$ cat config.mk
export PLATFORM = sky130hd
export DESIGN_NAME = bcd_calendar_regs
export DESIGN_NICKNAME = d
export VERILOG_FILES = /design/src/rtl/bcd_calendar_regs.sv
export SDC_FILE = /design/constraint.sdc
export NUM_CORES = 1
export LEC_CHECK = 0
export ABC_AREA = 0
export CAP_MARGIN = 10
export CORE_MARGIN = 4
export CORE_UTILIZATION = 33
export CTS_CLUSTER_DIAMETER = 50
export DETAILED_ROUTE_END_ITERATION = 10
export DONT_BUFFER_PORTS = 1
export RECOVER_POWER = 50
export SYNTH_ARGS = -nofsm -noshare
export SYNTH_HDL_FRONTEND = slang
export SYNTH_SLANG_ARGS = --single-unit
$ cat constraint.sdc
create_clock -name clk -period 3.28 [get_ports clk]
set_input_delay 0.328 -clock clk [delete_from_list [all_inputs] [get_ports clk]]
set_output_delay 0.328 -clock clk [all_outputs]
set_load 0.01 [all_outputs]
$ cat src/rtl/bcd_calendar_regs.sv
module bcd_calendar_regs #(
  parameter logic [7:0] RST_CENTURY = 8'h20
) (
  input  logic       clk,
  input  logic       rst_n,
  input  logic       sec_tick,
  input  logic [3:0] bus_addr,
  input  logic       bus_wr,
  input  logic [7:0] bus_wdata,
  output logic [7:0] bus_rdata
);
  localparam int NF = 8;
  localparam logic [3:0] CTL_ADDR = 4'hF;
  localparam logic [NF-1:0][7:0] FMASK =
    {8'hFF, 8'hFF, 8'h1F, 8'h3F, 8'h07, 8'h3F, 8'h7F, 8'h7F};
  localparam logic [NF-1:0][7:0] RST_VAL =
    {RST_CENTURY, 8'h00, 8'h01, 8'h01, 8'h01, 8'h00, 8'h00, 8'h00};

  logic [NF-1:0][7:0] cnt, hold, nxt;
  logic [NF-1:0]      dirty;
  logic               te, bme;
  logic [2:0]         mon_hi;

  wire [2:0] fidx   = bus_addr[2:0];
  wire       fld_wr = bus_wr && !bus_addr[3];
  wire       ctl_wr = bus_wr && (bus_addr == CTL_ADDR);
  wire       commit = ctl_wr && !te && bus_wdata[7];

  function automatic logic [7:0] bcd_inc(input logic [7:0] v);
    return (v[3:0] >= 4'd9) ? {v[7:4] + 4'd1, 4'd0} : v + 8'd1;
  endfunction

  function automatic logic [7:0] month_end(input logic [7:0] m, input logic [7:0] y);
    logic leap;
    leap = y[4] ? (y[3:0] == 4'd2 || y[3:0] == 4'd6)
                : (y[3:0] == 4'd0 || y[3:0] == 4'd4 || y[3:0] == 4'd8);
    case (m)
      8'h02:                      return leap ? 8'h29 : 8'h28;
      8'h04, 8'h06, 8'h09, 8'h11: return 8'h30;
      default:                    return 8'h31;
    endcase
  endfunction

  always_comb begin
    logic c;
    c   = 1'b0;
    nxt = cnt;
    if (sec_tick) begin
      c = (cnt[0] == 8'h59);
      nxt[0] = c ? 8'h00 : bcd_inc(cnt[0]);
      if (c) begin
        c = (cnt[1] == 8'h59);
        nxt[1] = c ? 8'h00 : bcd_inc(cnt[1]);
      end
      if (c) begin
        c = (cnt[2] == 8'h23);
        nxt[2] = c ? 8'h00 : bcd_inc(cnt[2]);
      end
      if (c) begin
        nxt[3] = (cnt[3] >= 8'h07) ? 8'h01 : cnt[3] + 8'd1;
        c = (cnt[4] >= month_end(cnt[5], cnt[6]));
        nxt[4] = c ? 8'h01 : bcd_inc(cnt[4]);
      end
      if (c) begin
        c = (cnt[5] >= 8'h12);
        nxt[5] = c ? 8'h01 : bcd_inc(cnt[5]);
      end
      if (c) begin
        c = (cnt[6] == 8'h99);
        nxt[6] = c ? 8'h00 : bcd_inc(cnt[6]);
      end
      if (c) nxt[7] = (cnt[7] == 8'h99) ? 8'h00 : bcd_inc(cnt[7]);
    end
    if (commit) begin
      for (int i = 0; i < NF; i++)
        if (dirty[i]) nxt[i] = hold[i];
    end else if (fld_wr && te) begin
      nxt[fidx] = bus_wdata & FMASK[fidx];
    end
  end

  always_ff @(posedge clk) begin
    if (!rst_n) begin
      cnt    <= RST_VAL;
      hold   <= RST_VAL;
      dirty  <= '0;
      te     <= 1'b1;
      bme    <= 1'b0;
      mon_hi <= 3'd0;
    end else begin
      cnt <= nxt;
      if (te || commit) hold <= nxt;
      else if (fld_wr) hold[fidx] <= bus_wdata & FMASK[fidx];
      if (commit) dirty <= '0;
      else if (!te && fld_wr) dirty[fidx] <= 1'b1;
      if (ctl_wr) begin
        te  <= bus_wdata[7];
        bme <= bus_wdata[5];
      end
      if (fld_wr && fidx == 3'd5) mon_hi <= bus_wdata[7:5];
    end
  end

  assign bus_rdata = !bus_addr[3] ? ((fidx == 3'd5) ? {mon_hi, hold[5][4:0]} : hold[fidx])
                   : (bus_addr == CTL_ADDR) ? {te, 1'b0, bme, 5'b0} : 8'h00;

  a_r2_sec_wrap: assert property (@(posedge clk) disable iff (!rst_n)
    (te && sec_tick && !bus_wr && hold[0] == 8'h59) |=> (hold[0] == 8'h00));

  a_r9_frozen_stable: assert property (@(posedge clk) disable iff (!rst_n)
    (!te && !bus_wr) |=> $stable(hold));

  a_r9_counts_while_frozen: assert property (@(posedge clk) disable iff (!rst_n)
    (!te && sec_tick && !ctl_wr) |=> (cnt[0] != $past(cnt[0])));

  a_r10_commit_loads: assert property (@(posedge clk) disable iff (!rst_n)
    (commit && dirty[0]) |=> (cnt[0] == $past(hold[0])));
endmodule

---- Word level (Yosys, flattened, before mapping) ----
Memory sizes are Yosys's and may differ from the RTL's.
Cells that the tools add are included.
W data, S select, Z words.
word-level totals
  word-level logic and storage cells ...... 146
  memory bits (read-only) ................. 64
  flip-flop bits (word level) ............. 141
  output and inout port bits .............. 8
  input bits .............................. 16
  memories ................................ 1
memory list
  memory            words  width  read ports  clocked after memory_dff  wr ports  RTL line  RTL
  (name not given)  8      8      1           0                         0         93        else if (fld_wr) hold[fidx] <= bus_wdata & FMASK[fidx];
operators by class
  mux-type cells .......................... 61
  bitwise gates (word level) .............. 3
  order comparisons ....................... 12
  eq/ne operators ......................... 16
  add/subtract/negate cells ............... 15
  reductions and logical operators ........ 18
operators by type and width
  operator               number
  $mux W64               5
  $mux W8                36
  $bwmux W64             2
  $add A8 B1 Y8 const B  8
  $add A4 B1 Y4 const B  7
  $ge A4 B4 Y1 const B   7
  $bmux W8 S3            1
  $demux W8 S3           1
  $eq A8 B3 Y1 const B   2
  $eq A8 B7 Y1 const B   2
  $eq A8 B8 Y1 const B   2
  $mux W16               1
  $mux W1                13
  $pmux W5 S2            1
  $and A8 B8 Y8          1
  $eq A4 B3 Y1 const B   2
  $eq A4 B4 Y1 const B   2
  $eq A8 B2 Y1 const B   1
  $eq A8 B4 Y1 const B   1
  $eq A8 B5 Y1 const B   1
  $eq A8 B6 Y1 const B   1
  $ge A8 B3 Y1 const B   1
  $ge A8 B5 Y1 const B   1
  $ge A8 B8 Y1           1
  14 further kinds       25

---- Depth between registers and ports, before layout ----
  word-level depth ........................ 21
  mapped depth ............................ 15
  gate-level depth less buffers ........... 14

---- Worst setup path after synthesis ----
Ideal clock, no wire load.
  kind .................................... reg2reg
  start point ............................. reg cnt[44] (netlist bit)
  end point ............................... reg hold[61] (netlist bit)
  period minus slack after synthesis ...... 3.170 ns
  required time ........................... 3.139 ns
  path slack .............................. 0.110 ns
  stages on the path, launching flop included .. 14
  arrival ................................. 3.030 ns
  library setup time ...................... 0.141 ns
  path buffers ............................ 0
  cells stage by stage .................... dfxtp_1 -> inv_1 -> ha_1 -> nor2b_1 -> nand4b_1 -> mux2_2 -> ha_1 -> nor4_1 -> a21o_1 -> a2111oi_4 -> nand3_2 -> a211oi_1 -> o22a_1 -> a32oi_1
between the ends
  word-level cells in the longest chain between the ends .. 18
  elaborated cells on any way between the ends .. 24
  those cells by class .................... order compare (2); eq/ne (5); mux (16); reduce/logical (1)
RTL lines
  element                                     RTL line  RTL
  from (decl)                                 19        logic [NF-1:0][7:0] cnt, hold, nxt;
  from (signal assigned)                      91        cnt <= nxt;
  $eq A8 B3 Y1, or another cell as far along  37        case (m)
  $reduce_or A4 Y1                            37
  $pmux W5 S2                                 37
  $mux W8                                     59        if (c) begin
  $mux W8                                     48        if (sec_tick) begin
  $ge A8 B8 Y1                                61        c = (cnt[4] >= month_end(cnt[5], cnt[6]));
  $mux W1                                     59
  $mux W1                                     48
  [... 2 more ...]                            --
  $mux W1 *                                   68        if (c) begin
  $mux W1 *                                   48
  $mux W8 *                                   72        if (c) nxt[7] = (cnt[7] == 8'h99) ? 8'h00 : bcd_inc(cnt[7]);
  $mux W64 *                                  48
  $bwmux W64                                  78        nxt[fidx] = bus_wdata & FMASK[fidx];
  $mux W64                                    77        end else if (fld_wr && te) begin
  $mux W64 *                                  74        if (commit) begin
  $mux W64 *                                  92        if (te || commit) hold <= nxt;
  to (signal assigned)                        92
  to (signal, indexed assignment)             93
  to (decl)                                   19
Every way passes the cells marked *; elsewhere a longest branch is shown, timed or not. The select of a mux whose other input is x is not followed.
A chain may end at the register's enable or synchronous reset.

---- Worst setup path in the final report ----
  start point ............................. reg cnt[40] (netlist bit)
  end point ............................... reg cnt[62] (netlist bit)
between the ends
  word-level cells in the longest chain between the ends .. 17
  elaborated cells on any way between the ends .. 23
  those cells by class .................... order compare (2); eq/ne (5); mux (15); reduce/logical (1)
RTL lines
  element                                     RTL line  RTL
  $eq A8 B3 Y1, or another cell as far along  37
  $reduce_or A4 Y1                            37
  $pmux W5 S2                                 37
  $mux W8                                     59
  $mux W8                                     48
  $ge A8 B8 Y1                                61
  $mux W1                                     59
  $mux W1                                     48
  $mux W1 *                                   64        if (c) begin
  $mux W1 *                                   48
  $mux W1 *                                   68
  $mux W1 *                                   48
  $mux W8 *                                   72
  $mux W64 *                                  48
  $bwmux W64                                  78
  $mux W64                                    77
  $mux W64 *                                  74
Marks and branches as above.

==> impl_metrics.ini <==
[synthesis]
synth_top_area_share = 0.295
synthTopCellsByArea = dfxtp_1, ha_1, nand2_1, o21ai_0, nor2_1
netlist_area_sq_um = 9550
synth_common_cells = nand2_1, dfxtp_1, nor2_1
ys_seq_elements = 141
ys_async_sr_fraction = 0
post-synth-top-count-cell = nand2_1
yosysSeqAreaShare = 0.295
synth_flop_cell = dfxtp_1
synthCells = 1214
synth_cell_types = 87
synth_edf_count = 0
yosys.area.top_type = dfxtp_1
ys_warn_count = 0
synth_nets = 1277
syn_area_per_cell_sq_um = 7.87

[cts]
numCtsBuffers = 17
clk_latency_ns = 0.44
cts_tree = yes
clkSinkCount = 141
cts.path.max_buffers = 2
clk_pin_slew_ns = 0.06
root_buffer = clkbuf_16
htree_levels = 4

[setup_path]
cp-end-kind = register
r2r_slack_ns = -0.07
max_stage_delay_ns = 0.36
critPathMaxFanout = 5
r2r_cells = 17
cp.arrival_ns = 3.67
reg2reg_from = cnt[40]
critical_path_required_ns = 3.60
critPathBufInv = 4
crit_chain = inv_4 -> ha_4 -> o211ai_1 -> a21oi_2 -> o21ai_1 -> mux2_4 -> ha_4 -> nor4_4 -> a21o_1 -> a2111oi_4 -> buf_4 -> buf_12 -> nand4_1 -> mux2i_1 -> buf_4 -> o21ai_2 -> a21o_1
reg2reg_to = cnt[62]
critPathTopFamily = compound AO/OA/AOI/OAI gates
slowest_stage = dfxtp_4
worstSetupStartpointType = register
criticalPathCategory = register to register

[placement]
placed_cells = 1568
place.gp.congestion = 0.962
place_area_sq_um = 10200
dp_hpwl_mm = 24.3
port_buffers = 0

[sta]
relSlewSlack = 0.391
tns_ns = -0.180
post-route-period-util = 1.02
worst_pin_slew_ns = 0.912
period_needed_ns = 3.35
skew_ns = 0.0149
drv_slew = 0
rsz0062_at_grt = true
setup_slack_ns = -0.0732
fmaxAchievable_mhz = 298
setup_viol = 8
finalHoldViolCount = 0

[final_layout]
final_nets = 1273
final_area_sq_um = 11100
ff_latch_area_sq_um = 2830
multiInputGateArea_sq_um = 6530
n_antenna_cell = 0
finalNonFillerCells = 1607
syn_to_final_growth_pct = 16.4
fillers = 2892
drive_above_1_share = 0.142
final_util = 0.388

[drt]
route.detailed.drc = 0
drtAntennaViolNets = 0
drtPass1Iterations = 8
drt_iter0_markers = 1049
wire_per_inst_microns = 22.0
vias = 9814
drt_wl_total_mm = 35.3
viasPerCell = 6.11

[power]
power_leakage_nw = 4.30
irDropWorstVdd_v = 0.000287
power_density_nw_per_um2 = 369
total_power_mw = 4.11

[floorplan]
start_util = 0.334
die_area_sq_um = 31700
die_w_microns = 178
io_pins = 24
core_area_sq_um = 28600
num_rows = 62
die_h_microns = 178

[grt]
antenna_found_initial = 0
grt_max_degree = 42
grt_pass1_wl_mm = 53.5
grt.overflow.total = 0
grt.total_usage = 0.217
grt_pass1_vias = 8885

[hold_path]
hp-start = rst_n
hold_path_depth = 1
hold_end = hold[24]
hp-class = primary input to register

[outcome]
status = finished, violations left
violations = negative setup slack

[job]
maxCapViolations = 0
how the worst max path moves through the flow:
stage / slack, ns / cells past startpoint / endpoint / start
final: -0.07 / 17 / cnt[62] / cnt[40]
after global routing: -0.24 / 17 / hold[62] / cnt[40]
after CTS: -0.005 / 15 / hold[37] / cnt[45]
after detailed placement: -0.17 / 15 / hold[50] / cnt[45]
after global placement: -0.08 / 15 / hold[41] / cnt[45]
after floorplan: 0.11 / 13 / hold[61] / cnt[44]
power by group:
| part | internal [mW] | switching, mW | total (mW) | leakage (nW) |
|---|---|---|---|---|
| sequential | 1.75 | 0.0413 | 1.79 | 1.14 |
| combinational | 0.127 | 0.210 | 0.337 | 2.87 |
| clock | 1.14 | 0.838 | 1.98 | 0.283 |
worst register-to-register path, cell delays in order (launching register included):
cell       delay [ns]
dfxtp_4          0.36
inv_4            0.08
ha_4             0.13
o211ai_1         0.12
a21oi_2          0.16
o21ai_1          0.10
mux2_4           0.28
ha_4             0.28
nor4_4           0.04
a21o_1           0.21
a2111oi_4        0.33
buf_4            0.20
buf_12           0.14
nand4_1          0.12
mux2i_1          0.24
buf_4            0.17
o21ai_2          0.05
a21o_1           0.22
through the flow:
| stage | worst slack [ns] | hold slack (ns) |
|---|---|---|
| after global routing | -0.240 | 0.0181 |
| after global placement | -0.0797 | 0.411 |
| final | -0.0732 | 0.0224 |
| after CTS | -0.00503 | 0.00975 |
| after detailed placement | -0.173 | 0.412 |
| after floorplan | 0.110 | 0.455 |
routing by layer:
| metal | part of all wire | track usage | up-vias |
|---|---|---|---|
| met1 | 0.42 | 0.308 | 4696 |
| met2 | 0.44 | 0.326 | 537 |
| met4 | 0.047 | 0.0957 | 0 |
| met5 | 0 | 0 | - |
| met3 | 0.093 | 0.0331 | 102 |
| li1 | - | - | 4479 |
final cells by class:
cell class	instances	area share
clock buffer	19	0.0398
clock inverter	13	0.0128
inverter	38	0.0135
multi-input combinational	945	0.587
sequential	141	0.255
tap	384	0.0432
timing repair buffer	67	0.0489
what timing repair did:
action | CTS | global route
hold buffers | 1 | 0
buffers inserted | 2 | 3
setup endpoints to repair | 16 | 57
cloned | 0 | 1
pin swaps | 2 | 23
resized for setup | 9 | 61
hold endpoints to repair | 4 | 0
placed cells by master, fill, tap and decap left out, types with 7 or more instances in the layout:
master,Yosys,routed
ha_1,47,41
a21o_1,8,8
nor2_1,111,110
o221ai_1,9,9
dfxtp_1,141,136
o21ai_1,10,13
a22o_1,13,13
nand2b_1,16,16
o22ai_1,16,13
nor3_1,17,15
buf_4,1,56
and2_0,0,7
o21ai_0,99,95
o211ai_1,26,26
a32oi_1,8,8
o31ai_1,8,8
mux4_2,16,16
nand2_1,146,145
mux2i_1,41,37
and2_1,28,21
clkbuf_16,0,18
o211a_1,10,10
o2bb2ai_1,10,10
a31oi_1,20,20
inv_1,36,32
a211oi_1,17,15
a21oi_1,71,65
nand3_1,46,46
and3_1,16,15
kinds of logic (layout without fill, tap and decap cells):
| logic type | Yosys count | after routing | share of synthesized area |
|---|---|---|---|
| mux | 62 | 62 | 0.0866 |
| buf+inv | 128 | 137 | 0.0524 |
| simple gates | 435 | 435 | 0.219 |
| flops | 141 | 141 | 0.295 |
| fa+ha+maj | 47 | 47 | 0.0616 |
| xor+xnor | 10 | 10 | 0.00917 |
| compound gates | 391 | 391 | 0.276 |
sequential cells by signal (all words and copies together), names as in the netlist:
signal / cells
hold: 64
bme: 1
te: 1
cnt: 64
mon_hi: 3
dirty: 8
Power figures use the tool's default switching activity.
